**src/rtl/dsf_pkg.sv**
```systemverilog
package dsf_pkg;
  localparam int WORD_BITS = 24;
  localparam int DATA_BITS = 16;
  localparam int SEG_SEL_BITS = 4;
  localparam int RANGE_POS = 16;

  typedef enum logic [1:0] {
    RNG_0_20  = 2'b00,
    RNG_0_24  = 2'b01,
    RNG_4_20  = 2'b10,
    RNG_RSVD  = 2'b11
  } range_e;
endpackage

```
**src/rtl/dsf_sync.sv**
```systemverilog
module dsf_sync #(
  parameter int W = 3,
  parameter int STAGES = 2
) (
  input  logic         clk,
  input  logic         rst_n,
  input  logic [W-1:0] d_in,
  output logic [W-1:0] q_out
);
  logic [W-1:0] chain [STAGES];

  always_ff @(posedge clk or negedge rst_n) begin
    if (!rst_n) chain[0] <= '0;
    else        chain[0] <= d_in;
  end

  for (genvar s = 1; s < STAGES; s++) begin : g_stage
    always_ff @(posedge clk or negedge rst_n) begin
      if (!rst_n) chain[s] <= '0;
      else        chain[s] <= chain[s-1];
    end
  end

  assign q_out = chain[STAGES-1];
endmodule

```
**src/rtl/dsf_shift_capture.sv**
```systemverilog
module dsf_shift_capture #(
  parameter int WORD_W = 24
) (
  input  logic              clk,
  input  logic              rst_n,
  input  logic              sclk_s,
  input  logic              sdin_s,
  input  logic              latch_s,
  output logic [WORD_W-1:0] shreg_o,
  output logic              cap_o
);
  logic sclk_d, latch_d;
  logic sclk_rise;
  logic [WORD_W-1:0] shreg;

  always_ff @(posedge clk or negedge rst_n) begin
    if (!rst_n) begin
      sclk_d  <= 1'b0;
      latch_d <= 1'b0;
    end else begin
      sclk_d  <= sclk_s;
      latch_d <= latch_s;
    end
  end

  assign sclk_rise = sclk_s & ~sclk_d;
  assign cap_o     = latch_s & ~latch_d;

  always_ff @(posedge clk or negedge rst_n) begin
    if (!rst_n)         shreg <= '0;
    else if (sclk_rise) shreg <= {shreg[WORD_W-2:0], sdin_s};
  end

  assign shreg_o = shreg;
endmodule

```
**src/rtl/dsf_thermo_dec.sv**
```systemverilog
module dsf_thermo_dec #(
  parameter int IN_W = 4,
  localparam int OUT_W = (1 << IN_W) - 1
) (
  input  logic [IN_W-1:0]  level,
  output logic [OUT_W-1:0] therm
);
  for (genvar k = 0; k < OUT_W; k++) begin : g_seg
    assign therm[k] = (int'(level) > k);
  end
endmodule

```
**src/rtl/dsf_top.sv**
```systemverilog
module dsf_top #(
  parameter int WORD_W      = dsf_pkg::WORD_BITS,
  parameter int DATA_W      = dsf_pkg::DATA_BITS,
  parameter int SEG_BITS    = dsf_pkg::SEG_SEL_BITS,
  parameter int RANGE_LSB   = dsf_pkg::RANGE_POS,
  parameter int SYNC_STAGES = 2,
  localparam int LADDER_W   = DATA_W - SEG_BITS,
  localparam int SEGS       = (1 << SEG_BITS) - 1
) (
  input  logic                clk,
  input  logic                rst_n,
  input  logic                sclk_in,
  input  logic                sdin_in,
  input  logic                latch_in,
  output logic [SEGS-1:0]     seg_sw,
  output logic [LADDER_W-1:0] ladder_sw,
  output logic [1:0]          range_sel,
  output logic [WORD_W-1:0]   word_rb
);
  import dsf_pkg::*;

  logic [2:0]        pins_s;
  logic [WORD_W-1:0] shreg;
  logic              cap_pulse;
  logic [SEGS-1:0]   seg_next;
  range_e            range_field;

  dsf_sync #(.W(3), .STAGES(SYNC_STAGES)) u_sync (
    .clk   (clk),
    .rst_n (rst_n),
    .d_in  ({latch_in, sdin_in, sclk_in}),
    .q_out (pins_s)
  );

  dsf_shift_capture #(.WORD_W(WORD_W)) u_shift (
    .clk     (clk),
    .rst_n   (rst_n),
    .sclk_s  (pins_s[0]),
    .sdin_s  (pins_s[1]),
    .latch_s (pins_s[2]),
    .shreg_o (shreg),
    .cap_o   (cap_pulse)
  );

  dsf_thermo_dec #(.IN_W(SEG_BITS)) u_dec (
    .level (shreg[DATA_W-1:LADDER_W]),
    .therm (seg_next)
  );

  assign range_field = range_e'(shreg[RANGE_LSB+1:RANGE_LSB]);

  always_ff @(posedge clk or negedge rst_n) begin
    if (!rst_n) begin
      seg_sw    <= '0;
      ladder_sw <= '0;
      word_rb   <= '0;
      range_sel <= RNG_4_20;
    end else if (cap_pulse) begin
      seg_sw    <= seg_next;
      ladder_sw <= shreg[LADDER_W-1:0];
      word_rb   <= shreg;
      if (range_field != RNG_RSVD) range_sel <= range_field;
    end
  end
endmodule

```
**config.mk**
```make
export PLATFORM = sky130hd
export DESIGN_NAME = dsf_top
export DESIGN_NICKNAME = d
export VERILOG_FILES = /design/src/rtl/dsf_pkg.sv /design/src/rtl/dsf_sync.sv /design/src/rtl/dsf_shift_capture.sv /design/src/rtl/dsf_thermo_dec.sv /design/src/rtl/dsf_top.sv
export SDC_FILE = /design/constraint.sdc
export NUM_CORES = 1
export LEC_CHECK = 0
export BUFFER_PORTS_ARGS = -buffer_cell sky130_fd_sc_hd__buf_2
export CAP_MARGIN = 20
export CORE_MARGIN = 8
export CORE_UTILIZATION = 49
export DETAILED_ROUTE_END_ITERATION = 10
export PLACE_DENSITY = 0.74
export SLEW_MARGIN = 5
export SYNTH_ARGS = -nofsm -noshare
export SYNTH_HDL_FRONTEND = slang
export SYNTH_HIERARCHICAL = 1
export SYNTH_SLANG_ARGS = --single-unit
export TNS_END_PERCENT = 20
```
**constraint.sdc**
```tcl
create_clock -name clk -period 1.5 [get_ports clk]
set_clock_uncertainty 0.15 [all_clocks]
set_input_delay 0 -clock clk [delete_from_list [all_inputs] [get_ports clk]]
set_output_delay 0 -clock clk [all_outputs]
set_load 0.02 [all_outputs]
```
==> flow_summary.toml, run 1 <==
[timing]
hold_viol_final = 0
period_share = 0.9202
tns_ns = 0
rsz0062_at_grt = "no"
clock.fmax_mhz = 724.5
fin_crit_ns = 1.380
tightest_slew_ns = 0.3621
final_max_slew_viol_count = 0
finalSetupViolations = 0
hold_ws_ns = 0.1537
max_slew_margin = 0.7586

[hold_path]
hp-class = "input pin to flop"

[global_route]
grt_pass1_vias = 1732
track_usage = 0.1271
antenna_found_initial = 0
grt-ovfl-total = 0
grt_max_degree = 47
grt_pass1_wl_um = 8680

[drt]
drt_drc_violations_left = 0
wl_met1_um = 2418
viasPerCell = 4.914
dr.first_iter.drc_count = 28
vias = 1597
highest_layer = "met4"
route.met2.wl_um = 2220
met3_length_um = 348
drt_pass1_iterations = 3
drtAntennaViolNets = 0
wl_um = 5073
routedWlPerCell_um = 15.61

[synth]
avgSynthCellArea_um2 = 15.86
synth_seq_cells = 73
ys_seq_area_frac = 0.6100
syn-cell-area_um2 = 2997
ys_warn_count = 6
synthesis.nets = 194
synth_cells = 189
ys_types = 24

[setup_path]
required_ns = 1.57
endpoint_kind = "flop"
worstPathArrival_ns = 1.45
critPathLaunchType = "flop"
worstPathMaxFanout = 10
crit_type = "flop to flop"

[layout]
area_growth_pct = 16.45
final_area_um2 = 3490
fin_util = 0.5894
mostFrequentLayoutCells = "dfrtp_1 (72), buf_2 (56), mux2_2 (43), mux2_4 (20), clkbuf_8 (11)"
instances_no_fill = 325
nFillCells = 486
final_common_cell = "dfrtp_1"
drive_gt1_frac = 0.5880
num_antenna_cells = 0
nets = 250

[job]
cap_viol_max_count = 0

[cts]
cts_root_buf = "clkbuf_8"
numCtsBuffers = 9
clkLatencyLatePin_ns = 0.33
path_clk_slew_ns = 0.07
post-cts-setup-buffers = 0
clock_sinks = 73
cts_tree = "yes"
cts_max_level = 3
cts_buffer_depth = 2

[power_and_ir_drop]
ir_drop_v = 0.001044
p_per_area_nw_per_um2 = 1732
leakage_uw = 0.001843

[placement]
gp_congestion = 0.7369
portBuffers = 57
detailed_place.area_um2 = 3266
dpl.cell_count = 304
hpwl_um = 3366

[floorplan]
core_area_um2 = 5921
die_w_um = 94.20
die_y_um = 94.20
row_count = 28
die_area_um2 = 8874
initial_core_util = 0.5061
io_pins = 58

[status]
run_status = "finished clean"
what timing repair did:
action | CTS | global route
endpoints found under the hold margin | 76 | 0
gates resized for setup | 0 | 1
hold buffers | 5 | 0
endpoints found under the setup margin | 0 | 46
sequential cells by signal, summed over array words and instances (netlist names):
signal	cells
range_sel	2
ladder_sw	11
word_rb	13
u_shift/shreg_o	24
u_shift/latch_d	1
u_sync/q_out	3
seg_sw	15
u_shift/sclk_d	1
u_sync/chain	3
final timing paths:
| kind | startpoint | to | slack [ns] | depth (start not counted) |
|---|---|---|---|---|
| max | u_shift/shreg_o[13]$_DFFE_PN0P_ | seg_sw[1]$_DFFE_PN0P_ | 0.12 | 2 |
| min reg2reg | u_sync/chain[3]$_DFF_PN0_ | u_sync/q_out[0]$_DFF_PN0_ | 0.20 | 0 |
| min | latch_in | u_sync/chain[5]$_DFF_PN0_ | 0.15 | 2 |
| min in group asynchronous | rst_n | seg_sw[5]$_DFFE_PN0P_ | 0.48 | 3 |
| max in group asynchronous | rst_n | u_shift/latch_d$_DFF_PN0_ | 0.21 | 4 |
| max reg2reg | u_shift/shreg_o[13]$_DFFE_PN0P_ | seg_sw[1]$_DFFE_PN0P_ | 0.12 | 2 |
critical path: stages (launching register included):
cell,delay (ns)
dfrtp_1,0.47
or3_1,0.39
mux2_2,0.26
kinds of logic (layout without fill, tap and decap cells):
family	count (synthesis)	after routing	share of synthesized area
DFF	73	73	0.6100
AOI/OAI and AO/OA	8	8	0.01920
and+or+nand+nor	16	16	0.03006
buffers and inverters	29	90	0.07891
muxes	63	63	0.2618
through the flow:
stage                     setup slack, ns  power, uW
after global routing              0.03886       6413
after detailed placement           0.1236       4751
after CTS                          0.1103       6131
final                              0.1197       6044
after global placement             0.1476       4703
after floorplan                   0.04502       4318
layout make-up:
class / count / area [um^2] / share of cell area
multi-input cells: 87 / 939.7 / 0.2693
inverters: 3 / 11.26 / 0.003227
clock buffers: 16 / 170.2 / 0.04876
repair buffers: 71 / 446.7 / 0.1280
well taps: 75 / 93.84 / 0.02689
flip-flops and latches: 73 / 1828 / 0.5238
where the power goes:
part	switching [uW]	total (uW)	leakage, uW	internal [uW]
sequential	385	2830	0.000945	2440
combinational	987	1880	0.000813	892
clock	639	1340	0.0000850	696
routing by layer:
metal | global-route usage | vias up
li1 | - | 743
met4 | 0.07926 | 0
met3 | 0.03837 | 10
met2 | 0.1813 | 48
met1 | 0.1646 | 796
met5 | 0 | -
Yosys cell counts:
| cell type | number | area (um^2) |
|---|---|---|
| dfrtp_1 | 72 | 1802 |
| dfstp_2 | 1 | 26.28 |
| and3_2 | 1 | 7.510 |
| nor2b_4 | 1 | 13.76 |
| a21oi_1 | 2 | 10.01 |
| nor2_1 | 4 | 15.01 |
| and2b_1 | 1 | 7.510 |
| mux2_4 | 20 | 300.3 |
| buf_6 | 3 | 33.78 |
| nand2b_1 | 2 | 12.51 |
| nor2b_1 | 2 | 12.51 |
| o21a_1 | 2 | 15.01 |
| a21o_2 | 1 | 8.760 |
| a31o_2 | 1 | 8.760 |
| buf_12 | 2 | 40.04 |
| or3_1 | 1 | 6.260 |
| buf_2 | 1 | 5.000 |
| clkbuf_1 | 1 | 3.750 |
| buf_4 | 19 | 142.6 |
| o31a_2 | 1 | 10.01 |
| o21ai_0 | 1 | 5.000 |
| mux2_2 | 43 | 484.2 |
| inv_1 | 3 | 11.26 |
| nand2_1 | 4 | 15.01 |
(Power assumes the default switching activity.)
==> inputs of run 2 (changes only) <==
- REMOVE_ABC_BUFFERS: not set -> 1
==> run 2 against run 1 <==
- sequential share of layout area is 0.19 points lower
- register-to-register slack got worse by 0.02 ns
- critical path depth is the same
- combinational power about the same
- clock-buffer cell count fell by 3
- global-route usage fell by 0.84 points
- power rose by 2.2%
- sequential cell count unchanged
- clock power rose by 9.7%
- wire length shrank 4.8%
- cell count decreased by 0.92%
- highest routed layer unchanged
==> flow_summary.toml, run 2 (synthesis gave the netlist of run 1 again) <==
[status]
run_status = "finished clean"

[drt]
drtAntennaViolNets = 0
viasPerCell = 4.944
dr.first_iter.drc_count = 40
wl_um = 4829
routedWlPerCell_um = 15.00
drt_drc_violations_left = 0
drt_pass1_iterations = 4
vias = 1592

[power_and_ir_drop]
pwr-share-seq = 0.458
sw_frac_of_total = 0.3290
p_comb_frac = 0.304
ir_drop_v = 0.001146
p_per_area_nw_per_um2 = 1764
p_sw_uw = 2033
leakage_uw = 0.001846
p_int_uw = 4146
clkPwrFrac = 0.239

[timing]
max_slew_margin = 0.7569
tns_ns = 0
rsz0062_at_grt = "no"
finalSetupViolations = 0
clock.fmax_mhz = 716.1
tightest_slew_ns = 0.3646
hold_viol_final = 0
fin_crit_ns = 1.397
period_share = 0.9310
final_max_slew_viol_count = 0

[layout]
nets = 247
drive_gt1_frac = 0.5951
largest_register_ffs = 24
mostFrequentLayoutCells = "dfrtp_1 (72), buf_2 (57), mux2_2 (43), mux2_4 (20), clkbuf_8 (10)"
final_common_cell = "dfrtp_1"
area_growth_pct = 16.87
num_antenna_cells = 0
fin_util = 0.5915
instances_no_fill = 322
final_area_um2 = 3502

[floorplan]
initial_core_util = 0.5061
die_y_um = 94.20
row_count = 28
die_w_um = 94.20
die_area_um2 = 8874
core_area_um2 = 5921
io_pins = 58

[global_route]
track_usage = 0.1187
grt_pass1_wl_um = 8238
antenna_found_initial = 0
grt_pass1_vias = 1728
grt_max_degree = 74
grt-ovfl-total = 0

[setup_path]
required_ns = 1.58
worst-r2r-setup-slack_ns = 0.10
worstPathMaxFanout = 10
path_cells = "or3_1, mux2_2"
crit_type = "flop to flop"
worstPathArrival_ns = 1.47
critPathBufInv = 0
max_stage_delay_ns = 0.49
crit_path_top_delay_cell = "dfrtp_1"
endpoint_kind = "flop"
cp_top_family = "flip-flops"
critPathLaunchType = "flop"

[cts]
cts_max_level = 3
cts_tree = "yes"
clkLatencyLatePin_ns = 0.33
clock_sinks = 73
numCtsBuffers = 9
path_clk_slew_ns = 0.07
cts_buffer_depth = 2
cts_root_buf = "clkbuf_8"

[job]
cap_viol_max_count = 0

[placement]
detailed_place.area_um2 = 3273
gp_congestion = 0.7231
portBuffers = 57
hpwl_um = 3247
dpl.cell_count = 302

[hold_path]
hp-class = "input pin to async pin"
run 2: cell count changes in the layout (fill, tap and decap cells not counted):
cell / previous run / this run
buf_12: 3 / 5
buf_2: 56 / 57
buf_4: 6 / 2
buf_6: 1 / 0
bufinv_16: 0 / 1
clkbuf_1: 5 / 3
clkbuf_8: 11 / 10
clkinv_2: 0 / 2
dlygate4sd3_1: 5 / 4
run 2: per-layer routing:
metal / up-vias / routed length [um] / track usage
li1: 735 / - / -
met1: 792 / 2362 / 0.1548
met2: 54 / 2034 / 0.1669
met3: 11 / 323 / 0.03917
met4: 0 / 108 / 0.07133
met5: - / 0 / 0
run 2: area by class of cell:
type,count,area (um^2)
clock buffers,13,148.9
inverters,3,11.26
repair buffers,68,440.4
fillers,476,2419
clock inverters,3,40.04
multi-input cells,87,939.7
well taps,75,93.84
flip-flops and latches,73,1828
run 2: power by group through the flow:
stage	Sequential, uW	Combinational [uW]	Clock [uW]
after floorplan	3330	704	0
after global placement	2860	1870	0
after detailed placement	2860	1900	0
after CTS	2840	1910	1520
after global routing	2930	2010	1610
final	2830	1880	1470
run 2: repair_timing:
action,in CTS,in global routing
endpoints found under the hold margin,76,0
buffers inserted,0,0
resized for setup,0,0
setup endpoints to repair,0,0
hold buffers,4,0
run 2: metrics by stage:
stage	setup WS (ns)	hold WS [ns]	power [uW]
detailed placement	0.1076	-0.09082	4761
global placement	0.1382	-0.09203	4723
finish	0.1035	0.07512	6178
floorplan	-1.353	-0.4456	4031
CTS	0.09554	0.07989	6270
global route	0.05093	0.1062	6547
run 2: path summary, 6_finish.rpt:
kind                                            startpoint                   endpoint  cells past startpoint
max                        u_shift/shreg_o[15]$_DFFE_PN0P_      seg_sw[1]$_DFFE_PN0P_                      2
min                                                  rst_n    word_rb[14]$_DFFE_PN0P_                      3
max reg2reg                u_shift/shreg_o[15]$_DFFE_PN0P_      seg_sw[1]$_DFFE_PN0P_                      2
min reg2reg                      u_sync/chain[4]$_DFF_PN0_  u_sync/q_out[1]$_DFF_PN0_                      0
max in group asynchronous                            rst_n   range_sel[1]$_DFFE_PN1P_                      3
min in group clk                                   sdin_in  u_sync/chain[4]$_DFF_PN0_                      2
run 2: worst min-delay path, cell delays in order:
cell and delay (ns):
dlygate4sd3_1 0.52, buf_2 0.12, buf_12 0.33
==> inputs of run 3 (changes only) <==
- CORE_UTILIZATION: 49 -> 48
- PLACE_DENSITY: 0.74 -> 0.73
- SKIP_CTS_REPAIR_TIMING: not set -> 1
- SYNTH_HIERARCHICAL: 1 -> not set
==> run 3 against run 2 <==
- power shrank 3.7%
- via count grew 4.3%
- first-iteration DRC count grew 20%
- wire length grew 3.6%
- synthesized cell count shrank 1.1%
- largest cell class unchanged
- core utilization shrank 0.33 points
==> flow_summary.toml, run 3 <==
[status]
run_status = "finished clean"

[power_and_ir_drop]
leakage_uw = 0.001722
design_power_total_uw = 5948
p_per_area_nw_per_um2 = 1739
ir_drop_v = 0.001148

[global_route]
use_met2 = 0.1822
grt_max_degree = 74
grt_pass1_wl_um = 8424
gr-usage-met3 = 0.03883
grt.busiest_layer = "met2"
antenna_found_initial = 0
grt_pass1_vias = 1770
met1_usage = 0.1563
track_usage = 0.1220
grt-ovfl-total = 0

[timing]
max_slew_margin = 0.7444
fin_crit_ns = 1.495
period_share = 0.9969
tightest_slew_ns = 0.3834
finalSetupViolations = 0
hold_ws_ns = 0.06340
hold_viol_final = 0
final_max_slew_viol_count = 0
rsz0062_at_grt = "yes"
clock.fmax_mhz = 668.7
finalWorstSetupSlack_ns = 0.004627

[synth]
synth_area_leaders = "dfrtp_1 (63%), mux2_2 (19%), buf_4 (3.7%)"
synth_cells = 187
ys_seq_area_frac = 0.6433
syn-cell-area_um2 = 2841
synth.most_common_cell = "dfrtp_1"
synth-edff-count = 0
ys_types = 31
yosysTopAreaCell = "dfrtp_1"
yosys.area.top_type_share = 0.6341
ys.flop_type = "dfrtp_1"
ys_warn_count = 0
ys_top_cells_by_count = "dfrtp_1 (72), mux2_2 (48), buf_4 (14)"
avgSynthCellArea_um2 = 15.20
synth_seq_cells = 73
synthArstFlopShare = 1.000

[layout]
drive_gt1_frac = 0.5603
mostFrequentLayoutCells = "dfrtp_1 (72), buf_2 (57), mux2_2 (48), buf_4 (15), clkbuf_8 (9)"
final_common_cell = "dfrtp_1"
largest_register_ffs = 24
final_area_um2 = 3421
nets = 257
area_growth_pct = 20.39
instances_no_fill = 332
num_antenna_cells = 0

[drt]
drt_drc_violations_left = 0
viasPerCell = 5.003
wl_um = 5004
dr.first_iter.drc_count = 48
routedWlPerCell_um = 15.07
drt_pass1_iterations = 2
drtAntennaViolNets = 0
vias = 1661

[setup_path]
endpoint_kind = "flop"
worstPathMaxFanout = 4
crit_path_top_delay_cell = "or4b_4"
critPathLaunchType = "flop"
cp_top_family = "simple AND/OR/NAND/NOR gates"
crit_type = "flop to flop"
max_stage_delay_ns = 0.56
path_depth = 2
required_ns = 1.57
path_cells = "or4b_4, o32a_1"
r2r.worst_path.cells = 2
worstPathArrival_ns = 1.56
critPathBufInv = 0

[hold_path]
hp-class = "input pin to async pin"

[cts]
clock_sinks = 73
clkLatencyLatePin_ns = 0.33
cts_root_buf = "clkbuf_8"
cts_tree = "yes"
numCtsBuffers = 9
path_clk_slew_ns = 0.07
cts_buffer_depth = 2
cts_max_level = 3

[floorplan]
initial_core_util = 0.4886
die_area_um2 = 8638
die_w_um = 92.94
io_pins = 58
core_area_um2 = 5816
die_y_um = 92.94
row_count = 28

[placement]
detailed_place.area_um2 = 3183
portBuffers = 57
post-place-ws_ns = -0.0008200
gp_congestion = 0.7608
hpwl_um = 3475
dpl.cell_count = 311

[job]
cap_viol_max_count = 0
==> run 3: changes by cell type in the layout (fill, tap and decap cells not counted), sizes merged, moves of 2 or more <==
cell and delta:
o22a +4, mux2i +4, nor3b +3, inv +3, o2bb2ai +3, o21ai +3
mux2 -15, buf +10, nand2 -3, nor2 -4, clkinv +3, a2bb2oi +2
clkbuf -3
==> run 3: routing by layer <==
layer / part of all wire / up-vias
met5: 0 / -
met4: 0.015 / 0
met3: 0.064 / 9
met2: 0.44 / 45
met1: 0.48 / 837
li1: - / 770
==> run 3: logic make-up (layout without fill, tap and decap cells) <==
group / Yosys count / count (layout) / share of synthesized area
AO/OA/AOI/OAI: 18 / 18 / 0.04800
buffers and inverters: 30 / 100 / 0.06957
flip-flops: 73 / 73 / 0.6433
multiplexers: 52 / 52 / 0.2043
AND/OR/NAND/NOR: 14 / 14 / 0.03478
==> run 3: worst reg2reg max path, stage by stage (launching register included) <==
cell and delay [ns]:
dfrtp_1 0.38, or4b_4 0.56, o32a_1 0.30
==> run 3: area by class of cell <==
type | count | area, um^2
Timing Repair Buffer | 78 | 469.2
Tap cell | 75 | 93.84
Multi-Input combinational cell | 84 | 820.8
Inverter | 6 | 22.52
Fill cell | 491 | 2395
Clock buffer | 10 | 127.6
Sequential cell | 73 | 1828
Clock inverter | 6 | 58.81
==> run 3: power by group <==
part	total [uW]	switching [uW]	internal, uW
logic	1720	981	744
registers	2780	347	2440
clock network	1440	679	759
total	5950	2010	3940
==> run 3: path summary, 6_finish.rpt <==
kind,start,endpoint,slack [ns]
hold / removal,rst_n,seg_sw[5]$_DFFE_PN0P_,0.06
setup reg to reg,u_shift.shreg_o[14]$_DFFE_PN0P_,seg_sw[0]$_DFFE_PN0P_,0.005
setup / recovery,u_shift.shreg_o[14]$_DFFE_PN0P_,seg_sw[0]$_DFFE_PN0P_,0.005
max in group asynchronous,rst_n,range_sel[1]$_DFFE_PN1P_,0.80
hold reg to reg,u_sync.chain[5]$_DFF_PN0_,u_sync.q_out[2]$_DFF_PN0_,0.20
min in group clk,sclk_in,u_sync.chain[3]$_DFF_PN0_,0.15
==> run 3: per-stage QoR <==
step                utilization     TNS, ns
finish                   0.5882           0
global route             0.5882    -0.01956
CTS                      0.5794   -0.007651
detailed placement       0.5473  -0.0008200
global placement         0.5473           0
floorplan                     -      -23.41
